==> src/rtl/hp_evt_pkg.sv <==
package hp_evt_pkg;

  localparam logic [1:0] ST_NONE     = 2'b00;
  localparam logic [1:0] ST_PWRONLY  = 2'b01;
  localparam logic [1:0] ST_ENABLED  = 2'b10;
  localparam logic [1:0] ST_DISABLED = 2'b11;

  localparam logic [1:0] LED_KEEP  = 2'b00;
  localparam logic [1:0] LED_ON    = 2'b01;
  localparam logic [1:0] LED_BLINK = 2'b10;
  localparam logic [1:0] LED_OFF   = 2'b11;

  localparam logic [1:0] PRES_7W5  = 2'b00;
  localparam logic [1:0] PRES_25W  = 2'b01;
  localparam logic [1:0] PRES_15W  = 2'b10;
  localparam logic [1:0] PRES_NONE = 2'b11;

  localparam int EVT_W     = 3;
  localparam int EVT_PRES  = 0;
  localparam int EVT_LATCH = 1;
  localparam int EVT_BTN   = 2;

  typedef struct packed {
    logic             vld;
    logic             latch_we;
    logic             latch_val;
    logic             pres_we;
    logic [1:0]       pres_val;
    logic             clr66;
    logic [EVT_W-1:0] evt;
    logic             free;
    logic             err;
  } hp_upd_t;

endpackage

==> src/rtl/hp_slot_pick.sv <==
module hp_slot_pick #(
  parameter int NSLOTS = 6,
  parameter int SLOT_W = 3
) (
  input  logic [SLOT_W-1:0]   slot_num,
  input  logic [NSLOTS-1:0]   latch_vec,
  input  logic [2*NSLOTS-1:0] state_vec,
  input  logic [2*NSLOTS-1:0] led_vec,
  output logic                in_range,
  output logic                latch_open,
  output logic [1:0]          state,
  output logic [1:0]          led
);

  logic [NSLOTS-1:0] hit;

  genvar g;
  generate
    for (g = 0; g < NSLOTS; g++) begin : g_hit
      assign hit[g] = (slot_num == SLOT_W'(g + 1));
    end
  endgenerate

  assign in_range = |hit;

  always_comb begin
    latch_open = 1'b0;
    state      = 2'b00;
    led        = 2'b00;
    for (int i = 0; i < NSLOTS; i++) begin
      latch_open = latch_open | (hit[i] & latch_vec[i]);
      state      = state | ({2{hit[i]}} & state_vec[2*i +: 2]);
      led        = led   | ({2{hit[i]}} & led_vec[2*i +: 2]);
    end
  end

endmodule

==> src/rtl/hp_event_rules.sv <==
module hp_event_rules
  import hp_evt_pkg::*;
(
  input  logic       ins_stb,
  input  logic       ins_boot,
  input  logic       rem_stb,
  input  logic       in_range,
  input  logic       latch_open,
  input  logic [1:0] state,
  input  logic [1:0] led,
  output hp_upd_t    upd
);

  logic [EVT_W-1:0] evt_arrive;
  logic [EVT_W-1:0] evt_leave;
  logic [EVT_W-1:0] evt_button;

  always_comb begin
    evt_arrive = '0;
    evt_arrive[EVT_PRES]  = 1'b1;
    evt_arrive[EVT_LATCH] = 1'b1;
    evt_arrive[EVT_BTN]   = 1'b1;
    evt_leave = '0;
    evt_leave[EVT_PRES]   = 1'b1;
    evt_leave[EVT_LATCH]  = 1'b1;
    evt_button = '0;
    evt_button[EVT_BTN]   = 1'b1;
  end

  always_comb begin
    upd = '0;
    if (ins_stb || rem_stb) begin
      if (!in_range) begin
        upd.err = 1'b1;
      end else begin
        upd.vld = 1'b1;
        if (ins_stb) begin
          if (ins_boot) begin
            upd.latch_we  = 1'b1;
            upd.latch_val = 1'b0;
            upd.pres_we   = 1'b1;
            upd.pres_val  = PRES_7W5;
          end else if (latch_open) begin
            upd.latch_we  = 1'b1;
            upd.latch_val = 1'b0;
            upd.pres_we   = 1'b1;
            upd.pres_val  = PRES_7W5;
            upd.evt       = evt_arrive;
            upd.clr66     = 1'b1;
          end else begin
            upd.evt   = evt_button;
            upd.clr66 = 1'b1;
          end
        end else begin
          upd.clr66 = 1'b1;
          if (state == ST_DISABLED && led == LED_OFF) begin
            upd.free      = 1'b1;
            upd.latch_we  = 1'b1;
            upd.latch_val = 1'b1;
            upd.pres_we   = 1'b1;
            upd.pres_val  = PRES_NONE;
            upd.evt       = evt_leave;
          end else begin
            upd.evt = evt_button;
          end
        end
      end
    end
  end

endmodule

==> src/rtl/hp_slot_event.sv <==
module hp_slot_event
  import hp_evt_pkg::*;
#(
  parameter int NSLOTS = 6,
  parameter int SLOT_W = $clog2(NSLOTS + 1)
) (
  input  logic                clk,
  input  logic                rst_n,
  input  logic                ins_stb,
  input  logic                ins_boot,
  input  logic                rem_stb,
  input  logic [SLOT_W-1:0]   slot_num,
  input  logic [NSLOTS-1:0]   slot_latch_open,
  input  logic [2*NSLOTS-1:0] slot_state,
  input  logic [2*NSLOTS-1:0] slot_pwr_led,
  output logic                upd_vld,
  output logic [SLOT_W-1:0]   upd_slot,
  output logic                latch_we,
  output logic                latch_val,
  output logic                pres_we,
  output logic [1:0]          pres_val,
  output logic                clr_66,
  output logic [2:0]          evt_set,
  output logic                evt_stb,
  output logic                slot_free,
  output logic                slot_err
);

  logic       sel_in_range;
  logic       sel_latch;
  logic [1:0] sel_state;
  logic [1:0] sel_led;
  hp_upd_t    upd_d;
  hp_upd_t    upd_q;
  logic [SLOT_W-1:0] slot_d;
  logic [SLOT_W-1:0] slot_q;
  logic       stb_d;
  logic       stb_q;
  logic       slot_en;

  hp_slot_pick #(
    .NSLOTS (NSLOTS),
    .SLOT_W (SLOT_W)
  ) i_pick (
    .slot_num   (slot_num),
    .latch_vec  (slot_latch_open),
    .state_vec  (slot_state),
    .led_vec    (slot_pwr_led),
    .in_range   (sel_in_range),
    .latch_open (sel_latch),
    .state      (sel_state),
    .led        (sel_led)
  );

  hp_event_rules i_rules (
    .ins_stb    (ins_stb),
    .ins_boot   (ins_boot),
    .rem_stb    (rem_stb),
    .in_range   (sel_in_range),
    .latch_open (sel_latch),
    .state      (sel_state),
    .led        (sel_led),
    .upd        (upd_d)
  );

  // next-state
  always_comb begin
    slot_en = upd_d.vld | upd_q.vld;
    slot_d  = upd_d.vld ? slot_num : '0;
    stb_d   = |upd_d.evt;
  end

  // registers
  always_ff @(posedge clk or negedge rst_n) begin
    if (!rst_n) begin
      upd_q <= '0;
      stb_q <= 1'b0;
    end else begin
      upd_q <= upd_d;
      stb_q <= stb_d;
    end
  end

  always_ff @(posedge clk or negedge rst_n) begin
    if (!rst_n) begin
      slot_q <= '0;
    end else if (slot_en) begin
      slot_q <= slot_d;
    end
  end

  assign upd_vld   = upd_q.vld;
  assign upd_slot  = slot_q;
  assign latch_we  = upd_q.latch_we;
  assign latch_val = upd_q.latch_val;
  assign pres_we   = upd_q.pres_we;
  assign pres_val  = upd_q.pres_val;
  assign clr_66    = upd_q.clr66;
  assign evt_set   = upd_q.evt;
  assign evt_stb   = stb_q;
  assign slot_free = upd_q.free;
  assign slot_err  = upd_q.err;

  AST_BAD_SLOT_REJECTED: assert property (@(posedge clk) disable iff (!rst_n)
    ((ins_stb || rem_stb) && (slot_num == '0 || int'(slot_num) > NSLOTS))
      |=> (slot_err && !upd_vld && !latch_we && !pres_we && evt_set == '0));

  AST_BOOT_SILENT: assert property (@(posedge clk) disable iff (!rst_n)
    (ins_stb && ins_boot && slot_num != '0 && int'(slot_num) <= NSLOTS)
      |=> (upd_vld && !evt_stb && !clr_66 && pres_val == PRES_7W5));

  AST_FREE_NEEDS_REMOVAL: assert property (@(posedge clk) disable iff (!rst_n)
    slot_free |-> ($past(rem_stb) && !$past(ins_stb) && pres_val == PRES_NONE && latch_val));

  AST_EVT_STROBE_MATCH: assert property (@(posedge clk) disable iff (!rst_n)
    evt_stb |-> (evt_set != '0));

  AST_ERR_EXCLUSIVE: assert property (@(posedge clk) disable iff (!rst_n)
    !(slot_err && upd_vld));

  AST_INSERT_WINS: assert property (@(posedge clk) disable iff (!rst_n)
    (ins_stb && rem_stb) |=> !slot_free);

endmodule

==> config.mk <==
export PLATFORM = sky130hd
export DESIGN_NAME = hp_slot_event
export DESIGN_NICKNAME = d
export VERILOG_FILES = /design/src/rtl/hp_evt_pkg.sv /design/src/rtl/hp_slot_pick.sv /design/src/rtl/hp_event_rules.sv /design/src/rtl/hp_slot_event.sv
export SDC_FILE = /design/constraint.sdc
export NUM_CORES = 1
export LEC_CHECK = 0
export BUFFER_PORTS_ARGS = -buffer_cell sky130_fd_sc_hd__buf_2
export CORE_MARGIN = 1.5
export CORE_UTILIZATION = 39
export DETAILED_ROUTE_END_ITERATION = 16
export PLACE_DENSITY = 0.84
export SYNTH_ARGS = -nofsm -noshare
export SYNTH_HDL_FRONTEND = slang
export SYNTH_SLANG_ARGS = --single-unit
==> constraint.sdc <==
create_clock -name clk -period 0.94 [get_ports clk]
set_input_delay 0 -clock clk [delete_from_list [all_inputs] [get_ports clk]]
set_output_delay 0 -clock clk [all_outputs]
set_load 0.005 [all_outputs]
After elaboration in Yosys (flattened, before gate mapping)
Index checks and enable logic that the tools add are counted.

Equality and inequality tests: 8. Mux-type cells: 13. Bitwise logic cells: 34. Reductions and logical operators: 4.

Operator list (number): $and A2 B2 Y2 (12); $or A2 B2 Y2 (10); $mux W5 (3); $mux W12 (1); $mux W11 (1); $eq A3 B3 Y1 const B (3); $mux W9 (1); $and A1 B1 Y1 (6); $eq A3 B2 Y1 const B (2); $mux W3 (2); $or A1 B1 Y1 (6); $reduce_or A6 Y1 (1); $eq A2 B2 Y1 const B (2); $mux W4 (1); $eq A3 B1 Y1 const B (1); $mux W1 (3); $reduce_or A3 Y1 (1); $mux W2 (1); $logic_and A1 B1 Y1 (1); $logic_or A1 B1 Y1 (1).

Flip-flop bits (word level): 16. Bits of input ports: 38. Output and inout port bits: 16. Logic and storage cells: 70.

Depth between registers and ports, before layout
Word-level depth: 14. Depth in mapped cells: 6. Mapped depth without buffers: 4.

Modules after synthesis
A second synthesis with hierarchy kept.

Cell total of the unflattened synthesis: 83. Area total of the unflattened synthesis: 892.1 sq um.

By module, submodules not included: hp_slot_event (instances 1, cells each 21, area each 439.2 sq um, sequential area each 400.4 sq um); hp_slot_pick (instances 1, cells each 40, area each 302.8 sq um, sequential area each 0.0 sq um); hp_event_rules (instances 1, cells each 22, area each 150.1 sq um, sequential area each 0.0 sq um).

Least setup slack after synthesis
OpenSTA, ideal clock, no wires.

Path type: input-to-reg. Start: input slot_num[2]. End: register upd_q, in the netlist evt_set[2]. Setup time: 124 ps. Data arrival time: 1215 ps. Required time: 816 ps. Path slack: -399 ps. Stages: 5. Buffers on the path: 1. Path through: buf_6 mux2i_1 mux4_2 a211o_1 o31a_1.

RTL lines: from (decl) (RTL line hp_slot_event.sv:12) `input logic [SLOT_W-1:0] slot_num,`; to (signal assigned) (RTL line hp_slot_event.sv:79) `upd_q <= upd_d;`; to (decl) (RTL line hp_slot_event.sv:34) `hp_upd_t upd_q;`.

==> flow_metrics.py <==
metrics = {
    "pwr": {
        "p_leak_nw": 0.634,
        "peakVddDrop_v": 0.000534,
        "finalPower_mw": 1.27,
        "powerDensity_mw_per_mm2": 1040,
    },
    "setup_path": {
        "cpPeakStageDelay_ns": 0.48,
        "cp_max_fo": 5,
        "crit_chain": "buf_8 > mux2i_1 > mux4_2 > a211o_4 > o31a_1",
        "slowest_stage": "mux4_2",
        "critPathKind": "in2reg",
        "arrival_ns": 1.29,
        "required_ns": 1.09,
        "cp-start-kind": "primary input",
        "end_kind": "flip-flop",
    },
    "grt": {
        "grt_pass1_vias": 821,
        "use_met3": 0.00769,
        "met1_usage": 0.215,
        "grt_pass1_wl_um": 3170,
        "overflow": 0,
        "use_met2": 0.375,
        "antenna_found_initial": 0,
        "grt_max_degree": 18,
        "grt_use_total": 0.203,
        "top_usage_layer": "met2",
    },
    "synth": {
        "synth_cells": 81,
        "avgSynthCellArea_um2": 9.28,
        "ys_types": 31,
        "ys_async_sr_fraction": 1.00,
        "synth_edf_count": 0,
        "synth_ff_type": "dfrtp_1",
        "ys_seq_area_frac": 0.366,
        "ys_ff_latch": 11,
        "syn_area_um2": 752,
        "syn-num-nets": 119,
        "yosysWarningCount": 0,
    },
    "floorplan": {
        "io_pins": 54,
        "num_rows": 15,
        "core_mm2": 0.00176,
        "initial_core_util": 0.426,
        "die_area_mm2": 0.00220,
        "fp.dieW_um": 46.9,
        "dieHeight_um": 46.9,
    },
    "cells_and_area": {
        "area_growth_syn_to_layout_pct": 62.9,
        "final_cell_mix": "buf_2, buf_4, dfrtp_1",
        "diodes": 0,
        "fin_nets": 186,
        "fin_util": 0.694,
        "final_cell_count_no_fill": 172,
        "layout_commonest_cell": "buf_2",
        "drive_above_1_share": 0.585,
    },
    "sta": {
        "clock.fmax_mhz": 872,
        "slew_violations": 0,
        "setup_slack_ns": -0.207,
        "period_share": 1.22,
        "worst-slew-pin-transition_ns": 0.483,
        "max_slew_margin": 0.675,
        "finalSetupViolCount": 4,
        "fin_crit_ns": 1.15,
        "rsz0062_at_grt": "yes",
        "skew_ns": 0.0000708,
        "fin_setup_tns_ns": -0.671,
        "hold_viol_final": 0,
    },
    "placed_design": {
        "dpl.cell_count": 167,
        "gp_congestion": 0.670,
        "detailed_place_hpwl_um": 1520,
        "numPortBuffers": 53,
    },
    "drt": {
        "drc": 0,
        "via_per_inst": 4.97,
        "vias": 855,
        "drt_first_pass_iters": 4,
        "wl_per_cell_um": 11.6,
        "drt_wl_total_um": 2000,
        "ant_nets": 0,
        "dr.first_iter.drc_count": 9,
    },
    "clock_network": {
        "cts_tree": "yes",
        "cts_setup_buffers": 0,
        "clock_sinks": 11,
        "path_clk_slew_ns": 0.06,
        "cts_max_path_buffers": 2,
        "cts_root_buf": "clkbuf_4",
        "htreeDepth": 1,
        "cts_buffers": 3,
        "insertion_delay_ns": 0.26,
    },
    "worst_hold_path": {
        "min_path_type": "in2reg",
    },
    "status": {
        "violations": "setup timing",
        "status": "finished with violations",
    },
    "flow_run": {
        "drv_cap": 0,
    },
}
[state kept, by name (all words and copies together) (netlist names)]
| signal | count |
|---|---|
| clr_66 | 1 |
| evt_set | 2 |
| evt_stb | 1 |
| latch_we | 1 |
| pres_val | 1 |
| slot_err | 1 |
| upd_slot | 3 |
| upd_vld | 1 |
[Yosys cell counts (all sizes together), types with 2 or more instances]
master / n / area, um^2
o21ai: 7 / 35.0
nand4b: 2 / 17.5
nor4: 3 / 18.8
nand2b: 6 / 37.5
nand2: 5 / 18.8
inv: 2 / 7.51
buf: 8 / 58.8
nor2: 3 / 11.3
nand3: 2 / 10.0
mux2i: 4 / 40.0
and3: 2 / 12.5
a211oi: 3 / 22.5
nor3: 3 / 15.0
a21oi: 3 / 15.0
nand3b: 3 / 22.5
mux2: 2 / 22.5
dfrtp: 11 / 275
[worst max-delay path, delay by kind of cell]
family          cells  cell delay [ns]
compound gates      2             0.60
buf+inv             1             0.10
mux                 2             0.59
[path summary, 6_finish.rpt]
| path | startpoint | endpoint | slack (ns) | depth (start not counted) |
|---|---|---|---|---|
| worst max-delay path | slot_num[2] | evt_set[2]$_DFF_PN0_ | -0.21 | 5 |
| worst min-delay path | ins_stb | pres_val[0]$_DFF_PN0_ | 0.03 | 3 |
| worst max register to register | upd_vld$_DFF_PN0_ | upd_slot[2]$_DFFE_PN0P_ | 0.05 | 3 |
| worst min register to register | upd_slot[0]$_DFFE_PN0P_ | upd_slot[0]$_DFFE_PN0P_ | 0.56 | 2 |
| max in group asynchronous | rst_n | latch_we$_DFF_PN0_ | 0.62 | 2 |
| min in group asynchronous | rst_n | upd_vld$_DFF_PN0_ | 0.13 | 2 |
[layout make-up]
class | count | area, um^2
Fill cell | 161 | 539
Multi-Input combinational cell | 59 | 468
Timing Repair Buffer | 71 | 417
Sequential cell | 11 | 275
Tap cell | 25 | 31.3
Clock buffer | 4 | 26.3
Inverter | 2 | 7.51
[cells by family after synthesis]
group | Yosys count | share of synthesized area
flops | 11 | 0.366
compound gates | 21 | 0.181
buf+inv | 11 | 0.0932
simple gates | 31 | 0.246
mux | 7 | 0.113
[metal layers]
layer | routed length [um] | vias up
met5 | 0 | -
met4 | 27 | 0
met3 | 118 | 2
met2 | 1050 | 47
met1 | 804 | 377
li1 | - | 429
[through the flow]
stage	hold slack, ns	setup WS [ns]	cell area, um^2
5_1_grt	0.0356	-0.221	1220
6_report	0.0325	-0.207	1220
3_3_place_gp	-0.133	-0.465	1120
4_1_cts	0.0200	-0.202	1200
3_5_place_dp	-0.128	-0.508	1120
2_1_floorplan	-0.296	-0.396	761
[what timing repair did]
item                                   4_1_cts  5_1_grt
endpoints found under the hold margin       11        0
hold buffers                                 1        0
setup endpoints to repair                    7        7
gates resized for setup                     10        5
pin swaps                                    2        3
[power breakdown]
part | leakage [nW] | total, mW | switching [mW] | internal, mW
registers | 0.138 | 0.529 | 0.0163 | 0.513
clock network | 0.0150 | 0.309 | 0.145 | 0.164
logic | 0.481 | 0.430 | 0.189 | 0.241
Note: power is estimated with default switching activity, not from simulation.
